<file path="config.mk">
export PLATFORM = sky130hd
export DESIGN_NAME = home_dir_ctrl
export DESIGN_NICKNAME = d
export VERILOG_FILES = /design/src/rtl/hdc_pkg.sv /design/src/rtl/hdc_order_plan.sv /design/src/rtl/hdc_pick_lowest.sv /design/src/rtl/home_dir_ctrl.sv
export SDC_FILE = /design/constraint.sdc
export NUM_CORES = 1
export LEC_CHECK = 0
export BUFFER_PORTS_ARGS = -buffer_cell sky130_fd_sc_hd__buf_2
export CAP_MARGIN = 20
export CORE_UTILIZATION = 54
export DETAILED_ROUTE_END_ITERATION = 7
export GPL_TIMING_DRIVEN = 1
export MAX_ROUTING_LAYER = met4
export PLACE_DENSITY = 0.75
export SETUP_SLACK_MARGIN = 0.1
export SLEW_MARGIN = 10
export SYNTH_ARGS = -nofsm -noshare
export SYNTH_HDL_FRONTEND = slang
export SYNTH_SLANG_ARGS = --single-unit
export TNS_END_PERCENT = 10
</file>
<file path="constraint.sdc">
create_clock -name clk -period 3.2 [get_ports clk]
set_clock_uncertainty 0.1 [all_clocks]
set_input_delay 0.32 -clock clk [delete_from_list [all_inputs] [get_ports clk]]
set_output_delay 0.32 -clock clk [all_outputs]
set_load 0.02 [all_outputs]
</file>
<file path="src/rtl/hdc_pkg.sv">
package hdc_pkg;
    typedef enum logic [1:0] {
        REQ_NONE = 2'd0,
        REQ_READ = 2'd1,
        REQ_RFO  = 2'd2,
        REQ_WUP  = 2'd3
    } req_kind_e;

    typedef enum logic [1:0] {
        ORD_INV    = 2'd0,
        ORD_FWD    = 2'd1,
        ORD_FWD_WB = 2'd2,
        ORD_WB     = 2'd3
    } ord_kind_e;

    typedef enum logic [1:0] {
        GR_SHARED      = 2'd0,
        GR_EXCL_CLEAN  = 2'd1,
        GR_EXCL_DIRTY  = 2'd2
    } grant_e;

    typedef enum logic {
        ENG_IDLE = 1'b0,
        ENG_RUN  = 1'b1
    } eng_state_e;
endpackage

</file>
<file path="src/rtl/hdc_order_plan.sv">
module hdc_order_plan
    import hdc_pkg::*;
#(
    parameter int N_CLUSTERS = 4,
    parameter int CID_W      = 2,
    parameter int CNT_W      = 3
) (
    input  logic [1:0]                  kind,
    input  logic [CID_W-1:0]            rid,
    input  logic                        own_vld,
    input  logic [CID_W-1:0]            own_id,
    input  logic [N_CLUSTERS-1:0]       sharers,
    output logic [N_CLUSTERS-1:0]       plan_mask,
    output logic [N_CLUSTERS-1:0][1:0]  plan_kinds,
    output logic [CNT_W-1:0]            plan_cnt,
    output logic [CID_W-1:0]            new_own,
    output logic [N_CLUSTERS-1:0]       new_sharers,
    output logic [1:0]                  grant,
    output logic                        owner_other
);
    logic                  is_read;
    logic [N_CLUSTERS-1:0] rid_onehot;

    assign is_read     = (kind == REQ_READ);
    assign owner_other = own_vld && (own_id != rid);
    assign rid_onehot  = N_CLUSTERS'(1) << rid;

    for (genvar c = 0; c < N_CLUSTERS; c++) begin : g_cl
        logic is_req, is_own, is_shr;
        assign is_req = (rid == CID_W'(c));
        assign is_own = owner_other && (own_id == CID_W'(c));
        assign is_shr = sharers[c] && !is_req;
        assign plan_mask[c]  = is_read ? is_own : (is_own || is_shr);
        assign plan_kinds[c] = is_read ? ORD_FWD
                             : !is_own ? ORD_INV
                             : (kind == REQ_RFO) ? ORD_FWD_WB : ORD_WB;
    end

    always_comb begin
        plan_cnt = '0;
        for (int i = 0; i < N_CLUSTERS; i++) begin
            plan_cnt = plan_cnt + CNT_W'(plan_mask[i]);
        end
    end

    always_comb begin
        if (is_read) begin
            new_own     = owner_other ? own_id : rid;
            new_sharers = sharers | rid_onehot;
            grant       = owner_other ? GR_SHARED : GR_EXCL_CLEAN;
        end else begin
            new_own     = rid;
            new_sharers = rid_onehot;
            grant       = GR_EXCL_DIRTY;
        end
    end
endmodule

</file>
<file path="src/rtl/hdc_pick_lowest.sv">
module hdc_pick_lowest #(
    parameter int N_CLUSTERS = 4,
    parameter int CID_W      = 2
) (
    input  logic [N_CLUSTERS-1:0] mask,
    output logic                  found,
    output logic [CID_W-1:0]      idx
);
    always_comb begin
        found = 1'b0;
        idx   = '0;
        for (int i = N_CLUSTERS - 1; i >= 0; i--) begin
            if (mask[i]) begin
                found = 1'b1;
                idx   = CID_W'(i);
            end
        end
    end
endmodule

</file>
<file path="src/rtl/home_dir_ctrl.sv">
module home_dir_ctrl
    import hdc_pkg::*;
#(
    parameter int N_CLUSTERS = 4,
    parameter int N_PAGES    = 8,
    localparam int CID_W = (N_CLUSTERS > 1) ? $clog2(N_CLUSTERS) : 1,
    localparam int PG_W  = (N_PAGES > 1) ? $clog2(N_PAGES) : 1
) (
    input  logic             clk,
    input  logic             rst_n,
    input  logic             req_valid,
    input  logic [1:0]       req_kind,
    input  logic [CID_W-1:0] req_cluster,
    input  logic [PG_W-1:0]  req_page,
    output logic             ord_valid,
    output logic [1:0]       ord_kind,
    output logic [CID_W-1:0] ord_cluster,
    output logic [CID_W-1:0] ord_requester,
    output logic [PG_W-1:0]  ord_page,
    input  logic             ack_valid,
    output logic             cpl_valid,
    output logic [CID_W-1:0] cpl_cluster,
    output logic [PG_W-1:0]  cpl_page,
    output logic             cpl_owner_existed,
    output logic [1:0]       cpl_grant,
    output logic             retry_valid,
    output logic [CID_W-1:0] retry_cluster
);
    localparam int CNT_W = $clog2(N_CLUSTERS + 1);

    typedef struct packed {
        eng_state_e                          st;
        logic [CID_W-1:0]                    t_rid;
        logic [PG_W-1:0]                     t_page;
        logic [N_CLUSTERS-1:0]               t_mask;
        logic [N_CLUSTERS-1:0][1:0]          t_kinds;
        logic [CNT_W-1:0]                    t_pend;
        logic [CID_W-1:0]                    t_new_own;
        logic [N_CLUSTERS-1:0]               t_new_sh;
        logic [1:0]                          t_grant;
        logic                                t_existed;
        logic                                cpl_v;
        logic                                retry_v;
        logic [CID_W-1:0]                    retry_cid;
        logic [N_PAGES-1:0]                  dir_ov;
        logic [N_PAGES-1:0][CID_W-1:0]       dir_own;
        logic [N_PAGES-1:0][N_CLUSTERS-1:0]  dir_sh;
    } ctrl_state_t;

    ctrl_state_t q, d;

    // plan for the incoming request, from the addressed directory entry
    logic [N_CLUSTERS-1:0]      plan_mask;
    logic [N_CLUSTERS-1:0][1:0] plan_kinds;
    logic [CNT_W-1:0]           plan_cnt;
    logic [CID_W-1:0]           plan_new_own;
    logic [N_CLUSTERS-1:0]      plan_new_sh;
    logic [1:0]                 plan_grant;
    logic                       plan_existed;

    hdc_order_plan #(
        .N_CLUSTERS (N_CLUSTERS),
        .CID_W      (CID_W),
        .CNT_W      (CNT_W)
    ) i_plan (
        .kind        (req_kind),
        .rid         (req_cluster),
        .own_vld     (q.dir_ov[req_page]),
        .own_id      (q.dir_own[req_page]),
        .sharers     (q.dir_sh[req_page]),
        .plan_mask   (plan_mask),
        .plan_kinds  (plan_kinds),
        .plan_cnt    (plan_cnt),
        .new_own     (plan_new_own),
        .new_sharers (plan_new_sh),
        .grant       (plan_grant),
        .owner_other (plan_existed)
    );

    // next order to issue: lowest pending cluster
    logic             pick_found;
    logic [CID_W-1:0] pick_idx;

    hdc_pick_lowest #(
        .N_CLUSTERS (N_CLUSTERS),
        .CID_W      (CID_W)
    ) i_pick (
        .mask  (q.t_mask),
        .found (pick_found),
        .idx   (pick_idx)
    );

    logic req_live;
    assign req_live = req_valid && (req_kind != REQ_NONE);

    always_comb begin
        d         = q;
        d.cpl_v   = 1'b0;
        d.retry_v = 1'b0;
        unique case (q.st)
            ENG_IDLE: begin
                if (req_live) begin
                    d.st        = ENG_RUN;
                    d.t_rid     = req_cluster;
                    d.t_page    = req_page;
                    d.t_mask    = plan_mask;
                    d.t_kinds   = plan_kinds;
                    d.t_pend    = plan_cnt;
                    d.t_new_own = plan_new_own;
                    d.t_new_sh  = plan_new_sh;
                    d.t_grant   = plan_grant;
                    d.t_existed = plan_existed;
                end
            end
            ENG_RUN: begin
                if (req_live) begin
                    d.retry_v   = 1'b1;
                    d.retry_cid = req_cluster;
                end
                if (pick_found) begin
                    d.t_mask[pick_idx] = 1'b0;
                end
                if (ack_valid && (q.t_pend != '0)) begin
                    d.t_pend = q.t_pend - CNT_W'(1);
                end
                if (!pick_found && (q.t_pend == '0)) begin
                    d.st                = ENG_IDLE;
                    d.cpl_v             = 1'b1;
                    d.dir_ov[q.t_page]  = 1'b1;
                    d.dir_own[q.t_page] = q.t_new_own;
                    d.dir_sh[q.t_page]  = q.t_new_sh;
                end
            end
            default: d.st = ENG_IDLE;
        endcase
    end

    always_ff @(posedge clk) begin
        if (!rst_n) begin
            q <= '0;
        end else begin
            q <= d;
        end
    end

    assign ord_valid         = (q.st == ENG_RUN) && pick_found;
    assign ord_kind          = q.t_kinds[pick_idx];
    assign ord_cluster       = pick_idx;
    assign ord_requester     = q.t_rid;
    assign ord_page          = q.t_page;
    assign cpl_valid         = q.cpl_v;
    assign cpl_cluster       = q.t_rid;
    assign cpl_page          = q.t_page;
    assign cpl_owner_existed = q.t_existed;
    assign cpl_grant         = q.t_grant;
    assign retry_valid       = q.retry_v;
    assign retry_cluster     = q.retry_cid;
endmodule

</file>
==> Yosys cells after proc, flatten, opt, wreduce, memory -nomap -nowiden <==
Index checks and enable logic that the tools add are counted.
{ "word_totals": {"wordCells": 148, "input_bits": 11, "output_inout_bits": 22, "regBits": 90} }
{ "op_classes": {"shift": 1, "addsub": 4, "n_eq_ne": 12, "muxes": 53, "n_lt_le_gt_ge": 5, "reduce_logical": 35, "bitwise": 5} }
{ "ops": {"columns": ["op", "count"], "rows": [
  ["$mux 2", 18],
  ["$bwmux 32", 1],
  ["$mux 30", 1],
  ["$bwmux 16", 1],
  ["$mux 4", 4],
  ["$logic_and 1x1->1", 15],
  ["$mux 1", 15],
  ["$bmux 4 s3", 1],
  ["$demux 4 s3", 1],
  ["$reduce_and 2->1", 6],
  ["$eq 2x2->1 const B", 5],
  ["$lt 3x4->1 const B", 2],
  ["$or 8x8->8", 1],
  ["$pmux 4 s2", 1],
  ["$add 3x1->3", 2],
  ["$bmux 2 s3", 1],
  ["$demux 2 s3", 1],
  ["$eq 2x1->1 const B", 3],
  ["$mux 3", 2],
  ["$pmux 3 s2", 1],
  ["$logic_not 1->1", 5],
  ["$and 4x4->4", 1],
  ["$bmux 2 s2", 1],
  ["$logic_not 2->1", 2],
  ["20 further kinds", 24]
]} }

==> Longest topological paths before layout <==
{ "logic_depth": {"ltp_word": 12, "mapped_depth": 14, "depth_no_buf": 12} }

==> Hierarchy <==
A second synthesis with hierarchy kept.
{ "hier_totals": {"cells_unflattened": 458, "hier_area_um2": 4374.2} }
{ "by_module_without_submodules": {"columns": ["module", "instances", "seq_area_each_um2", "cells_per_inst", "area_each_um2"], "rows": [
  ["home_dir_ctrl", 1, 1801.7, 403, 4012.6],
  ["hdc_order_plan", 1, 0.0, 48, 326.6],
  ["hdc_pick_lowest", 1, 0.0, 7, 35.0]
]} }

==> Least setup slack after synthesis <==
No wires, ideal clock.
{ "synth_timing": {"path_type": "input to register", "start": "input req_page[0]", "end": "register q[70] in the netlist's numbering", "setup_time_ns": 0.124, "n_path_buf": 2, "path_slack_ns": -0.045, "t_required_ns": 2.976, "stages": 13, "t_arrival_ns": 3.020, "path_cell_list": "buf_2 > clkbuf_1 > mux4_2 > mux2_2 > nand3_1 > nand2_1 > ha_1 > inv_1 > fa_1 > inv_1 > ha_1 > a21oi_1 > a21boi_0"} }
{ "synth_between": {"elab_chain_len": 12, "elab_cells_between_ends": 33, "cone_classes": "3 x add/sub; 4 x eq/ne; 12 x mux; 14 x reduce/logical"} }
{ "synth_rtl": {"columns": ["item", "line", "source"], "rows": [
  ["start: declaration", "home_dir_ctrl.sv:14", "input logic [PG_W-1:0] req_page,"],
  ["$bmux 2 s3", "home_dir_ctrl.sv:69", ".own_id (q.dir_own[req_page]),"],
  ["$mux 2 (implied by the code)", "home_dir_ctrl.sv:69", null],
  ["$ne 2x2->1", "hdc_order_plan.sv:25", "assign owner_other = own_vld && (own_id != rid);"],
  ["$logic_and 1x1->1", "hdc_order_plan.sv:25", null],
  ["$logic_and 1x1->1", "hdc_order_plan.sv:31", "assign is_own = owner_other && (own_id == CID_W'(c));"],
  ["$logic_or 1x1->1", "hdc_order_plan.sv:33", "assign plan_mask[c] = is_read ? is_own : (is_own || is_shr);"],
  ["$mux 1", "hdc_order_plan.sv:33", null],
  ["$add 1x1->2", "hdc_order_plan.sv:42", "plan_cnt = plan_cnt + CNT_W'(plan_mask[i]);"],
  ["$add 3x1->3", "hdc_order_plan.sv:42", null],
  ["$add 3x1->3 *", "hdc_order_plan.sv:42", null],
  ["$mux 30 *", "home_dir_ctrl.sv:102", "if (req_live) begin"],
  ["$pmux 3 s2 *", "home_dir_ctrl.sv:100", "unique case (q.st)"],
  ["end signal: assignment", "home_dir_ctrl.sv:140", "q <= '0;"],
  ["end signal: assignment", "home_dir_ctrl.sv:142", "q <= d;"],
  ["end: declaration", "home_dir_ctrl.sv:50", "ctrl_state_t q, d;"]
]} }
Every way passes the cells marked *; elsewhere a longest branch is shown, timed or not. The select of a mux whose other input is x is not followed.
A chain may end at the register's enable or synchronous reset.

==> Final worst setup path <==
{ "layout_timing": {"start": "input req_page[1]", "end": "register q[70] in the netlist's numbering"} }
The elaborated chain is that of the path after synthesis.

==> results <==
- The critical path class is primary input to flip-flop.
- The setup TNS after final layout is 0 ps.
- The tightest min-delay check is of the primary input to flip-flop type.
- The total congestion overflow after global routing is 0.
- The synthesized design contains 90 register bits.
- The first global-routing pass estimated 15800 um of wire.
- CTS placed an instance of clkbuf_8 at the clock tree root.
- In this run the post-CTS setup repair buffer count came out at 0.
- The number of nets in the synthesized netlist is 481.
- The adder-cell share of the synthesized area is 1.57%.
- The number of detailed-routing iterations run before antenna repair is 4.
- The number of rows in the core area is 32.
- For hold timing, the worst endpoint is cpl_grant[0].
- The diode insertion count for antenna repair is 0.
- The number of global-route vias before repair came to 3164.
- The critical path goes through buf_2 > buf_4 > mux4_2 > mux2i_1 > nand4_1 > nand2_1 > ha_1 > inv_1 > fa_1 > inv_1 > ha_1 > a21oi_1 > a21boi_0.
- The fraction of the yosys area taken by sequential cells is 40.4%.
- Routability-driven placement finished with a final weighted congestion of 0.909.
- The hold path startpoint is req_kind[1].
- The tool flagged a number of max-cap violations equal to 0.
- For this design, the slowest cell found on the critical path is fa_1.
- Port buffering added 32 buffers.
- The post-synthesis compound-gate area fraction is 10.7%.
- The clock transition at the registers of the reported paths is 90 ps.
- Across the VDD grid, the largest voltage drop is 0.239 mV.
- The mapped cell area is 4460 sq um.
- The number of gates resized after CTS was 0.
- In this run switching power makes up 26.1% of total power.
- The post-detailed-placement half-perimeter wirelength is 6540 um.
- Setup repair after global routing left no endpoint under its margin.
- Detailed routing inserted a total of 3285 vias.
- The total number of clock tree sinks is 90.
- Of the total synthesized cell area, the portion taken by XOR and XNOR cells is 0.393%.
- Routed signal wires occupy layers up through met4.
- Setup violations remaining at the end of the flow were counted as 0.
- For this run, the total global-route usage over all layers was measured as 24.6%.
- The beginning of the worst register-to-register path is q[28].
- The share of the clock period used by the worst path is 85.1%.
- The later pin in the worst-skew pair is clocked with a latency of 370 ps.
- Summed over all nets, the switching power comes to 615 uW.
- The layout-stage area growth over the synthesis result is 8.28%.
- For this run, the number of Yosys warnings is 0.
- The routed length on met2 is 4460 um.
- For this design the static power due to leakage is 0.00194 uW.
- The flow ran to the end, and the final reports show no timing, DRC or antenna violations.
- At the end of the flow, the number of nets in the layout was 489.
- STA classifies the critical path endpoint as a flip-flop.
- The most used flip-flop cell after synthesis is dfxtp_1.
- The initial cell density of the core is 56.8%.
- The mean cell area of the mapped netlist is 9.58 sq um.
- Among cell families on the critical path, the largest total delay comes from adder cells.
- In this run, flip-flops and latches consume 50.5% of the power.
- Leaving out fill and tap cells, the most frequent cells in the layout are dfxtp_1, mux2i_1, nor2b_1, nand2_1, buf_2.
- The worst register-to-register path has a setup slack of 480 ps.
- In the synthesized netlist, mux cells make up 19.9% of the area.
- The dominant combinational cell family by area after synthesis is simple AND/OR/NAND/NOR gates.
- The simple-gate share of the synthesized area is 20.7%.
- In the routed layout, each cell is associated on average with a via count of 5.66.
- STA classifies the critical path startpoint as a primary input.
- The smallest clock period supported by the final layout is computed as 2720 ps.
- The library cell used most frequently in the layout, excluding fill and tap cells, is dfxtp_1.
- The initial antenna violation count was 0.
- In this run the number of H-tree levels came out at 3.
- The launch point of the worst path is req_page[1].
- Cell internal power was estimated by the tool at 1740 uW.
- The endpoint identified for the worst register-to-register timing path is q[70].
- For the pin with the worst max-slew slack, the measured transition is 732 ps.
- The count of distinct cell types in the synthesized netlist is 45.
- The cell count after synthesis came out at 465.
- The cell depth of the worst flop-to-flop path is 11.
- STA puts the critical path data arrival time at 2890 ps.
- Across all hold checks on the routed design, the worst slack comes to 89.2 ps.
- The post-detailed-route count of antenna-violating nets is 0.
- The maximum fanout along the worst path is 13.
- The number of cells on the worst hold path is 2.
- For this block, the routed nets add up to 9600 um of wire.
- Buffers inserted during clock tree synthesis total 9.
- The die extent in y is 92.8 um.
- The TritonCTS clock tree is done.
- The hold violation count in the final report came to 0.
- In the final routed layout, each cell accounts on average for 16.6 um.
- After synthesis, the share of flip-flops with an asynchronous set or reset is 0%.
- Entering global routing, the biggest net connects 90 pins.
- The relative max-transition margin is 51.2%.
- Cells with a size suffix above 1 make up 17.4% of the layout.
- The total core area is 7850 sq um.
- The relative contribution of combinational cells to total power is 11.9%.
- Wire segments on met3 add up to 410 um in the final route.
- For this run, the slowest stage of the critical path takes 400 ps.
- The clock network accounts for 37.6% of the total power.
- The number of remaining DRC errors is 0.
- For this block, the initial DRC count from the detailed router was 190.
- The maximum count of clock buffers along a single path is 2.
- The number of synthesized flops with an enable pin is 0.
- The number of buffers and inverters on the critical path is 4.
- The critical path data required time is 3360 ps.
- The die covers 8620 sq um.
- The met1 layer wirelength in the final routing is 4530 um.
- The number of pins with negative max-slew slack in the final report was 0.
- The number of hold buffers added after CTS was 0.
- The die is 92.8 um wide.
- The highest clock rate is 367 MHz.
- The I/O pin count is 33.
- In this run the power density over the cells is 489 nW/um^2.
-- routing by layer --
layer / global-route usage, % / up-vias
met5: - / -
met4: 11.3 / 0
met3: 3.20 / 21
met2: 38.1 / 94
met1: 32.2 / 1552
li1: - / 1618
-- cells by family after synthesis --
family                     after synthesis
buffers and inverters                   59
muxes                                   75
DFF                                     90
and+or+nand+nor                        161
adders and majority gates                5
AOI/OAI and AO/OA                       73
xor gates and xnor gates                 2
-- state kept, by name (all words and copies together) (netlist names) --
signal             cells
cpl_cluster            2
cpl_grant              2
cpl_owner_existed      1
cpl_page               3
cpl_valid              1
q                     78
retry_cluster          2
retry_valid            1
-- power by group through the flow --
stage	Sequential, uW	Combinational [uW]	Clock [uW]
after floorplan	1190	241	0
after global placement	1210	273	0
after detailed placement	1220	279	0
after CTS	1190	280	897
after global routing	1200	308	943
final	1190	280	887
-- metrics by stage --
step                instances  worst slack, ps  utilization [%]  cell area [sq um]  total power (uW)
floorplan                 465              101                -               4460              1430
global placement          564              209             58.6               4600              1490
detailed placement        564              127             58.6               4600              1500
CTS                       580              493             61.5               4820              2370
global route              580              312             61.5               4820              2450
finish                    580              478             61.5               4820              2360
-- cell usage after synthesis, types with 3 or more instances --
cell | count | area (sq um)
mux4_2 | 10 | 225
nand4_1 | 4 | 25.0
and2_1 | 3 | 18.8
mux2i_1 | 58 | 581
a31oi_1 | 6 | 37.5
nand2_1 | 41 | 154
o21a_1 | 6 | 45.0
a21oi_1 | 10 | 50.1
a2bb2oi_1 | 3 | 26.3
nor2b_1 | 57 | 357
nand3_1 | 21 | 105
o21ai_0 | 21 | 105
o2bb2ai_1 | 4 | 35.0
nor2_1 | 14 | 52.6
mux2_2 | 7 | 78.8
buf_4 | 14 | 105
nand2b_1 | 6 | 37.5
inv_1 | 12 | 45.0
a21boi_0 | 12 | 90.1
clkbuf_1 | 31 | 116
o22ai_1 | 3 | 18.8
dfxtp_1 | 90 | 1800
ha_1 | 4 | 50.1
-- how the worst max path moves through the flow --
stage / to / slack, ps / cells past startpoint
after floorplan: q[70] / 100 / 13
after global placement: q[70] / 210 / 12
after detailed placement: q[70] / 130 / 13
after CTS: q[70] / 490 / 13
after global routing: q[70] / 310 / 14
final: q[70] / 480 / 13
-- area by class of cell --
class / instances / area [sq um]
fillers: 689 / 3020
well taps: 102 / 128
clock buffers: 12 / 155
repair buffers: 44 / 250
inverters: 12 / 45.0
multi-input cells: 316 / 2370
flip-flops and latches: 90 / 1800
clock inverters: 4 / 73.8
(Power assumes the default switching activity.)
